**config.mk**
```make
export PLATFORM = sky130hd
export DESIGN_NAME = rlp_packer
export DESIGN_NICKNAME = d
export VERILOG_FILES = /design/src/rtl/rlp_pkg.sv /design/src/rtl/rlp_timebase.sv /design/src/rtl/rlp_cluster_ctl.sv /design/src/rtl/rlp_addr_gen.sv /design/src/rtl/rlp_packer.sv
export SDC_FILE = /design/constraint.sdc
export NUM_CORES = 1
export LEC_CHECK = 0
export BUFFER_PORTS_ARGS = -buffer_cell sky130_fd_sc_hd__buf_4
export CORE_MARGIN = 2
export CORE_UTILIZATION = 45
export DETAILED_ROUTE_END_ITERATION = 10
export PLACE_DENSITY_LB_ADDON = 0.3
export SYNTH_ARGS = -nofsm -noshare
export SYNTH_HDL_FRONTEND = slang
export SYNTH_SLANG_ARGS = --single-unit
```
**constraint.sdc**
```tcl
create_clock -name clk -period 5.3 [get_ports clk]
set_clock_uncertainty 0.15 [all_clocks]
set_input_delay 1.06 -clock clk [delete_from_list [all_inputs] [get_ports clk]]
set_output_delay 1.06 -clock clk [all_outputs]
set_load 0.05 [all_outputs]
```
**src/rtl/rlp_pkg.sv**
```systemverilog
// Shared types of the run-length packer.
// Assumes: nothing beyond IEEE 1800-2017.
package rlp_pkg;

    // Kind of word the packer emits on a given tick.
    typedef enum logic [1:0] {
        WK_IDLE  = 2'd0,
        WK_STAMP = 2'd1,
        WK_EVENT = 2'd2
    } word_kind_t;

endpackage

```
**src/rtl/rlp_timebase.sv**
```systemverilog
// Tick counter and cluster-age tracker.
// Counts one tick per clock. Remembers the tick on which the last cluster
// opened and requests a forced cluster when the age reaches its maximum
// value, or on the first tick after reset/clear.
// Assumes: open_i is high for at most one tick per cluster.
module rlp_timebase #(
    parameter int TS_W = 16
) (
    input  logic            clk,
    input  logic            rst_n,
    input  logic            clr_i,
    input  logic            open_i,
    output logic [TS_W-1:0] ts_o,
    output logic            force_o
);

    logic [TS_W-1:0] ts_q;
    logic [TS_W-1:0] base_q;
    logic            pend_q;
    logic [TS_W-1:0] age;

    // Advance the tick count and record the opening tick of each cluster.
    always_ff @(posedge clk) begin
        if (!rst_n || clr_i) begin
            ts_q   <= '0;
            base_q <= '0;
            pend_q <= 1'b1;
        end else begin
            ts_q <= ts_q + 1'b1;
            if (open_i) begin
                base_q <= ts_q;
                pend_q <= 1'b0;
            end
        end
    end

    // Age of the open cluster, modulo the counter width.
    always_comb begin
        age     = ts_q - base_q;
        force_o = pend_q || (age == {TS_W{1'b1}});
    end

    assign ts_o = ts_q;

endmodule

```
**src/rtl/rlp_cluster_ctl.sv**
```systemverilog
// Cluster sequencer.
// Decides on every tick whether a cluster opens, an event word is due, or
// nothing is written. It holds the sample that the next event word will
// carry and the last value committed to storage.
// Assumes: one word can be written per clock; a cluster spans EVT_N + 1 clocks.
module rlp_cluster_ctl #(
    parameter int DATA_W = 16,
    parameter int EVT_N  = 7
) (
    input  logic              clk,
    input  logic              rst_n,
    input  logic              clr_i,
    input  logic [DATA_W-1:0] smp_i,
    input  logic              force_i,
    output logic              open_o,
    output logic              evt_o,
    output logic [DATA_W-1:0] hold_o
);

    localparam int CW = $clog2(EVT_N + 1);

    logic [CW-1:0]     cnt_q;
    logic [DATA_W-1:0] hold_q;
    logic [DATA_W-1:0] last_q;
    logic              idle;

    // Open on a change or a force request, but only between clusters.
    always_comb begin
        idle   = (cnt_q == '0);
        open_o = idle && (force_i || (smp_i != last_q));
        evt_o  = !idle;
    end

    // Step through the event slots and capture the sample for the next slot.
    always_ff @(posedge clk) begin
        if (!rst_n || clr_i) begin
            cnt_q  <= '0;
            hold_q <= '0;
            last_q <= '0;
        end else if (open_o) begin
            cnt_q  <= CW'(1);
            hold_q <= smp_i;
            last_q <= smp_i;
        end else if (!idle) begin
            if (cnt_q == CW'(EVT_N)) begin
                cnt_q <= '0;
            end else begin
                cnt_q  <= cnt_q + 1'b1;
                hold_q <= smp_i;
                last_q <= smp_i;
            end
        end
    end

    assign hold_o = hold_q;

endmodule

```
**src/rtl/rlp_addr_gen.sv**
```systemverilog
// Write position generator.
// Keeps the next word address as {row, word} and advances it by one per
// write, wrapping at the top of the address space. Flags the last word of
// a row.
// Assumes: adv_i is high only when a word is written at pos_o.
module rlp_addr_gen #(
    parameter int WORD_BITS = 9,
    parameter int ROW_BITS  = 15
) (
    input  logic                          clk,
    input  logic                          rst_n,
    input  logic                          clr_i,
    input  logic                          adv_i,
    output logic [ROW_BITS+WORD_BITS-1:0] pos_o,
    output logic                          row_end_o
);

    localparam int AW = ROW_BITS + WORD_BITS;

    logic [AW-1:0] pos_q;

    // Move to the next word after every write.
    always_ff @(posedge clk) begin
        if (!rst_n || clr_i) begin
            pos_q <= '0;
        end else if (adv_i) begin
            pos_q <= pos_q + 1'b1;
        end
    end

    // Last word of the current row.
    always_comb begin
        row_end_o = &pos_q[WORD_BITS-1:0];
    end

    assign pos_o = pos_q;

endmodule

```
**src/rtl/rlp_packer.sv**
```systemverilog
// Run-length timestamped sample packer, top level.
// Combines the tick counter, the cluster sequencer and the position
// generator, and registers the memory write port.
// Assumes: one sample tick per clock; the memory accepts one word per clock;
// EVT_N + 1 is a power of two that divides 2**WORD_BITS.
module rlp_packer #(
    parameter int DATA_W    = 16,
    parameter int EVT_N     = 7,
    parameter int WORD_BITS = 9,
    parameter int ROW_BITS  = 15
) (
    input  logic                          clk,
    input  logic                          rst_n,
    input  logic                          clr_i,
    input  logic [DATA_W-1:0]             smp_i,
    output logic                          wr_en_o,
    output logic [ROW_BITS+WORD_BITS-1:0] wr_addr_o,
    output logic [DATA_W-1:0]             wr_data_o,
    output logic [ROW_BITS+WORD_BITS-1:0] pos_o,
    output logic                          row_full_o
);

    import rlp_pkg::*;

    localparam int AW = ROW_BITS + WORD_BITS;

    logic [DATA_W-1:0] ts;
    logic              force_req;
    logic              open_c;
    logic              evt_c;
    logic [DATA_W-1:0] hold;
    logic [AW-1:0]     pos;
    logic              row_end;
    logic              write_c;
    word_kind_t        kind;

    rlp_timebase #(
        .TS_W (DATA_W)
    ) tb_i (
        .clk     (clk),
        .rst_n   (rst_n),
        .clr_i   (clr_i),
        .open_i  (open_c),
        .ts_o    (ts),
        .force_o (force_req)
    );

    rlp_cluster_ctl #(
        .DATA_W (DATA_W),
        .EVT_N  (EVT_N)
    ) ctl_i (
        .clk     (clk),
        .rst_n   (rst_n),
        .clr_i   (clr_i),
        .smp_i   (smp_i),
        .force_i (force_req),
        .open_o  (open_c),
        .evt_o   (evt_c),
        .hold_o  (hold)
    );

    rlp_addr_gen #(
        .WORD_BITS (WORD_BITS),
        .ROW_BITS  (ROW_BITS)
    ) ag_i (
        .clk       (clk),
        .rst_n     (rst_n),
        .clr_i     (clr_i),
        .adv_i     (write_c),
        .pos_o     (pos),
        .row_end_o (row_end)
    );

    // Classify this tick's word.
    always_comb begin
        if (open_c)      kind = WK_STAMP;
        else if (evt_c)  kind = WK_EVENT;
        else             kind = WK_IDLE;
        write_c = (kind != WK_IDLE);
    end

    // Register the memory write port and the row-end pulse.
    always_ff @(posedge clk) begin
        if (!rst_n || clr_i) begin
            wr_en_o    <= 1'b0;
            wr_addr_o  <= '0;
            wr_data_o  <= '0;
            row_full_o <= 1'b0;
        end else begin
            wr_en_o    <= write_c;
            row_full_o <= write_c && row_end;
            if (write_c) begin
                wr_addr_o <= pos;
                wr_data_o <= (kind == WK_STAMP) ? ts : hold;
            end
        end
    end

    assign pos_o = pos;

endmodule

```
; ---- After elaboration in Yosys (flattened, before gate mapping)
; Index checks and enable logic that the tools add are counted.
[totals]
register_bits = 118
in_bits = 19
[op_classes]
mux = 9
add_sub_neg = 4
reduce_logical = 11
n_eq_ne = 6
[op_table]
columns = operator, count
row1 = two-way mux 16 bit, 4
row2 = adder 24 x 1 -> 24 bit (second input constant), 1
row3 = adder 16 x 1 -> 16 bit (second input constant), 1
row4 = equality test 16 bit (second input constant), 1
row5 = inequality test 16 bit, 1
row6 = subtractor 16 bit, 1
row7 = AND reduction 9 bit, 1
row8 = two-way mux 2 bit, 2
row9 = inequality test 2 x 1 -> 1 bit (second input constant), 2
row10 = adder 3 x 1 -> 3 bit (second input constant), 1
row11 = equality test 3 bit (second input constant), 1
row12 = zero test 3 bit, 1
row13 = logical OR 1 bit, 3
row14 = two-way mux 3 bit, 1
row15 = equality test 2 x 1 -> 1 bit (second input constant), 1
row16 = logical AND 1 bit, 2
row17 = two-way mux 1 bit, 2
row18 = AND reduction 2 bit, 1
row19 = nonzero test 2 bit, 1
row20 = OR reduction 2 bit, 1
row21 = zero test 1 bit, 1

; ---- Depth between registers and ports, before layout
[logic_depth]
ltp_word = 8
ltp_mapped = 14
ltp_nobuf = 12

; ---- By module
; A second synthesis with hierarchy kept.
[unflattened]
cells_unflattened = 679
hier_area_um2 = 6129.6
[by_module_without_submodules]
columns = module, seq_area_each_um2, n_inst, cells_each, area_each_um2
row1 = rlp_timebase, 660.6, 1, 272, 2268.4
row2 = rlp_packer, 840.8, 1, 188, 1820.5
row3 = rlp_addr_gen, 480.5, 1, 136, 1141.1
row4 = rlp_cluster_ctl, 380.4, 1, 83, 899.6

; ---- Worst setup path before layout
; No wires, ideal clock.
[synth_timing]
path_kind = input port to flip-flop
startpoint = in smp_i[11]
endpoint = reg wr_addr_o[10]
setup_slack_ns = 1.826
cell_stages = 12
required_time_ns = 5.080
setup_ns = 0.070
arrival_time_ns = 3.254
cell_sequence = xor2_1 > nor4_1 > nand3_1 > or4_1 > clkbuf_1 > or2_0 > clkbuf_1 > nor2_1 > buf_2 > clkbuf_1 > nand2_1 > a21oi_1
[synth_via]
elab_chain_cells = 5
[synth_rtl]
columns = element, line_no
row1 = from (decl), rlp_packer.sv:15  ; input logic [DATA_W-1:0] smp_i,
row2 = inequality test 16 bit, rlp_cluster_ctl.sv:30  ; open_o = idle && (force_i || (smp_i != last_q));
row3 = logical OR 1 bit, rlp_cluster_ctl.sv:30
row4 = logical AND 1 bit, rlp_cluster_ctl.sv:30
row5 = two-way mux 2 bit, rlp_packer.sv:76  ; if (open_c) kind = WK_STAMP;
row6 = nonzero test 2 bit, rlp_packer.sv:79  ; write_c = (kind != WK_IDLE);
row7 = to (signal assigned), rlp_packer.sv:93  ; wr_addr_o <= pos;
row8 = to (decl), rlp_packer.sv:17  ; output logic [ROW_BITS+WORD_BITS-1:0] wr_addr_o,
; No other way between the ends.
; A chain may end at the register's enable or synchronous reset.

; ---- Worst setup path in the final report
[layout_timing]
startpoint = reg tb_i.ts_q[9], in the netlist tb_i.ts_o[9]
endpoint = reg ag_i.pos_q[16], in the netlist ag_i.pos_o[16]
[layout_via]
elab_chain_cells = 7
[layout_rtl]
columns = element, line_no
row1 = from (decl), rlp_timebase.sv:17  ; logic [TS_W-1:0] ts_q;
row2 = from (signal assigned), rlp_timebase.sv:29  ; ts_q <= ts_q + 1'b1;
row3 = subtractor 16 bit, rlp_timebase.sv:39  ; age = ts_q - base_q;
row4 = equality test 16 bit, rlp_timebase.sv:40  ; force_o = pend_q || (age == {TS_W{1'b1}});
row5 = logical OR 1 bit, rlp_timebase.sv:40
row6 = logical OR 1 bit, rlp_cluster_ctl.sv:30
row7 = logical AND 1 bit, rlp_cluster_ctl.sv:30
row8 = two-way mux 2 bit, rlp_packer.sv:76
row9 = nonzero test 2 bit, rlp_packer.sv:79
row10 = to (signal assigned), rlp_addr_gen.sv:27  ; pos_q <= pos_q + 1'b1;
row11 = to (decl), rlp_addr_gen.sv:20  ; logic [AW-1:0] pos_q;
; No other way between the ends.

==> run metrics <==
Final ANT Viol Nets 0; max-cap violation count 0; GRT overflow 0; core area 0.0128 sq mm; Routed WL per cell 15.5 microns; ANT cells 0; pin count of the biggest net entering global routing 49; highest clock rate 230 MHz; Die W 119 microns; initial core utilization 46.5%; Longest Clk Path Bufs 2; die area 0.0141 sq mm; final setup fails 0; share of cells above drive strength 1 16.3%; max incr delay on CP 0.73 ns; Syn Std Cell Area 0.00594 sq mm; first-pass GRT wire length 24.8 mm; synthesized instance count 722; Critical Path RT 5.49 ns; VDD IR max 189 uV; syn nets 764; outcome complete, no violations; RSZ-0062 raised after global routing no; hold buffer count at CTS 0; Post-synth ARST share 0%; CP endpoint kind flop; Syn Area/Cell 8.23 sq um; synthesis-stage register bit count 118; most frequent CP cell a21oi_1; Initial DRT Pass Iterations 5; drt first-iter violations 348; WP data arrival 4.53 ns; Hold Path Class reg2reg; CP max FO 34; CTS tree yes; vias per cell 5.70; antenna violations before repair 0; Nets 822; CTS Sinks 118; commonest non-fill, non-tap cell in the layout dfxtp_1; row count 41; Total GRT Usage 21.3%; CTS clk-pin slew, worst paths 0.05 ns; power density cells 296 mW/mm^2; # DRC 0; Tightest Pin Transition 1.04 ns; number of enable flip-flop cells after synthesis 0; number of distinct library cells after synthesis 51; register area share after synthesis 39.8%; final max-slew violation count 0; CP max stage cell a2111oi_4; routed vias 5479; commonest cells after routing, fill and taps aside 118 x dfxtp_1, 93 x buf_4, 77 x o21ai_0; vias in the first global route 5115; number of port buffers 84; P&R area growth vs syn 22.0%; synth warn 0; setup_tns 0 ns; # resized after CTS 0; Rel. slew slack 30.9%; Period minus WS final 4.34 ns; Worst Setup Path Type reg2reg; Main synth FF type dfxtp_1; clk root buf clkbuf_16; type of origin of the critical path flop; Skew-Pair Late Insertion Delay 0.41 ns; io pins 85; Num CTS Buffers 17; H-tree Lvls 4; Hold WS 0.290 ns; routability cong. 0.822; Post-Route WL 14.9 mm; Core Util, Final 56.7%; die height 119 microns; post-CTS setup repair buffer count 0; dpl hpwl 10.4 mm; crit share post-route 81.9%; CP cell instances ha_1 > a21oi_1 > o21ai_0 > nor4_1 > and4_1 > nand4_1 > a2111oi_4 > buf_4 > o311ai_1 > or4_1 > a21oi_1; endpoints failing hold 0; Pleak 2.76 nW
[report_power, final]
group | total (W) | internal [W] | switching, W
Sequential | 0.000911 | 0.000901 | 0.00000996
Combinational | 0.000110 | 0.0000376 | 0.0000728
Clock | 0.00112 | 0.000757 | 0.000368
Total | 0.00215 | 0.00170 | 0.000450
[path summary, 6_finish.rpt]
| path | startpoint | endpoint | slack [ns] | depth (start not counted) |
|---|---|---|---|---|
| max | tb_i.ts_o[9]$_SDFF_PP0_ | ag_i.pos_o[16]$_SDFFE_PP0P_ | 0.96 | 11 |
| min | tb_i.pend_q$_SDFFE_PP1P_ | tb_i.pend_q$_SDFFE_PP1P_ | 0.29 | 2 |
| max reg2reg | tb_i.ts_o[9]$_SDFF_PP0_ | ag_i.pos_o[16]$_SDFFE_PP0P_ | 0.96 | 11 |
| min reg2reg | tb_i.pend_q$_SDFFE_PP1P_ | tb_i.pend_q$_SDFFE_PP1P_ | 0.29 | 2 |
[cells by family after synthesis]
logic type	Yosys count	share of synthesized area, %
DFF	118	39.8
muxes	22	3.71
and+or+nand+nor	228	18.7
xor gates and xnor gates	37	5.45
AOI/OAI and AO/OA	213	22.1
adders and majority gates	23	4.97
buffers and inverters	81	5.31
[Yosys cell counts, drive strengths merged, types with 2 or more instances]
cell type  instances  share of area (%)
nand4             11                1.2
o211ai             6               0.76
o2111ai           13                1.9
a21o               2               0.25
xnor2              8                1.2
inv               27                1.7
nor4               5               0.53
nor3               8               0.76
nor2b              3               0.32
o311ai             8                1.2
nand3b             2               0.25
a21oi             61                5.1
o31ai             16                2.0
o41ai              7                1.0
nand2b             9               0.95
buf               16                1.2
o21ai             79                6.7
and4               2               0.29
xor2              29                4.3
or3                9               0.95
nand2             76                4.8
a211o              2               0.29
nor2              41                2.6
clkbuf            38                2.4
ha                22                4.6
nand3             35                2.9
and3               9               0.95
mux2i             22                3.7
o21a               3               0.38
dfxtp            118                 40
and2               4               0.42
or4               10                1.3
a31oi              3               0.32
a211oi             6               0.84
[per-stage QoR]
stage / instances / cell area (sq um) / setup WS (ns) / total power (W)
5_1_grt: 962 / 7250 / 0.716 / 0.00222
2_1_floorplan: 722 / 5940 / 1.83 / 0.000999
3_3_place_gp: 933 / 6660 / 1.11 / 0.00104
4_1_cts: 962 / 7250 / 0.995 / 0.00216
6_report: 962 / 7250 / 0.957 / 0.00215
3_5_place_dp: 933 / 6660 / 1.03 / 0.00104
[metal layers]
metal | GRT usage, % | wire (microns) | part of all wire [%] | up-vias
met2 | 34.2 | 7100 | 48 | 141
met4 | 7.29 | 215 | 1.4 | 0
met1 | 27.9 | 6850 | 46 | 2592
met5 | 0 | 0 | 0 | -
met3 | 5.22 | 727 | 4.9 | 18
li1 | - | - | - | 2728
[worst max-delay path: cells and delay by family (launching register included)]
family,cells,cell delay (ns)
compound gates,5,1.62
buf+inv,1,0.45
simple gates,4,1.14
fa+ha+maj,1,0.43
flops,1,0.47
[registers in the layout (all words and copies together), names as in the netlist]
signal,cells
tb_i.ts_o,16
ag_i.pos_o,24
wr_addr_o,24
row_full_o,1
ctl_i.hold_o,16
wr_en_o,1
ctl_i.cnt_q,3
tb_i.base_q,16
wr_data_o,16
tb_i.pend_q,1
[layout make-up]
class                           count  area, sq um
Tap cell                          172          215
Clock inverter                      3         65.1
Fill cell                        1106         5530
Inverter                           27          101
Sequential cell                   118         2360
Multi-Input combinational cell    523         3290
Clock buffer                       26          519
Timing Repair Buffer               93          698
Power figures use the tool's default switching activity.
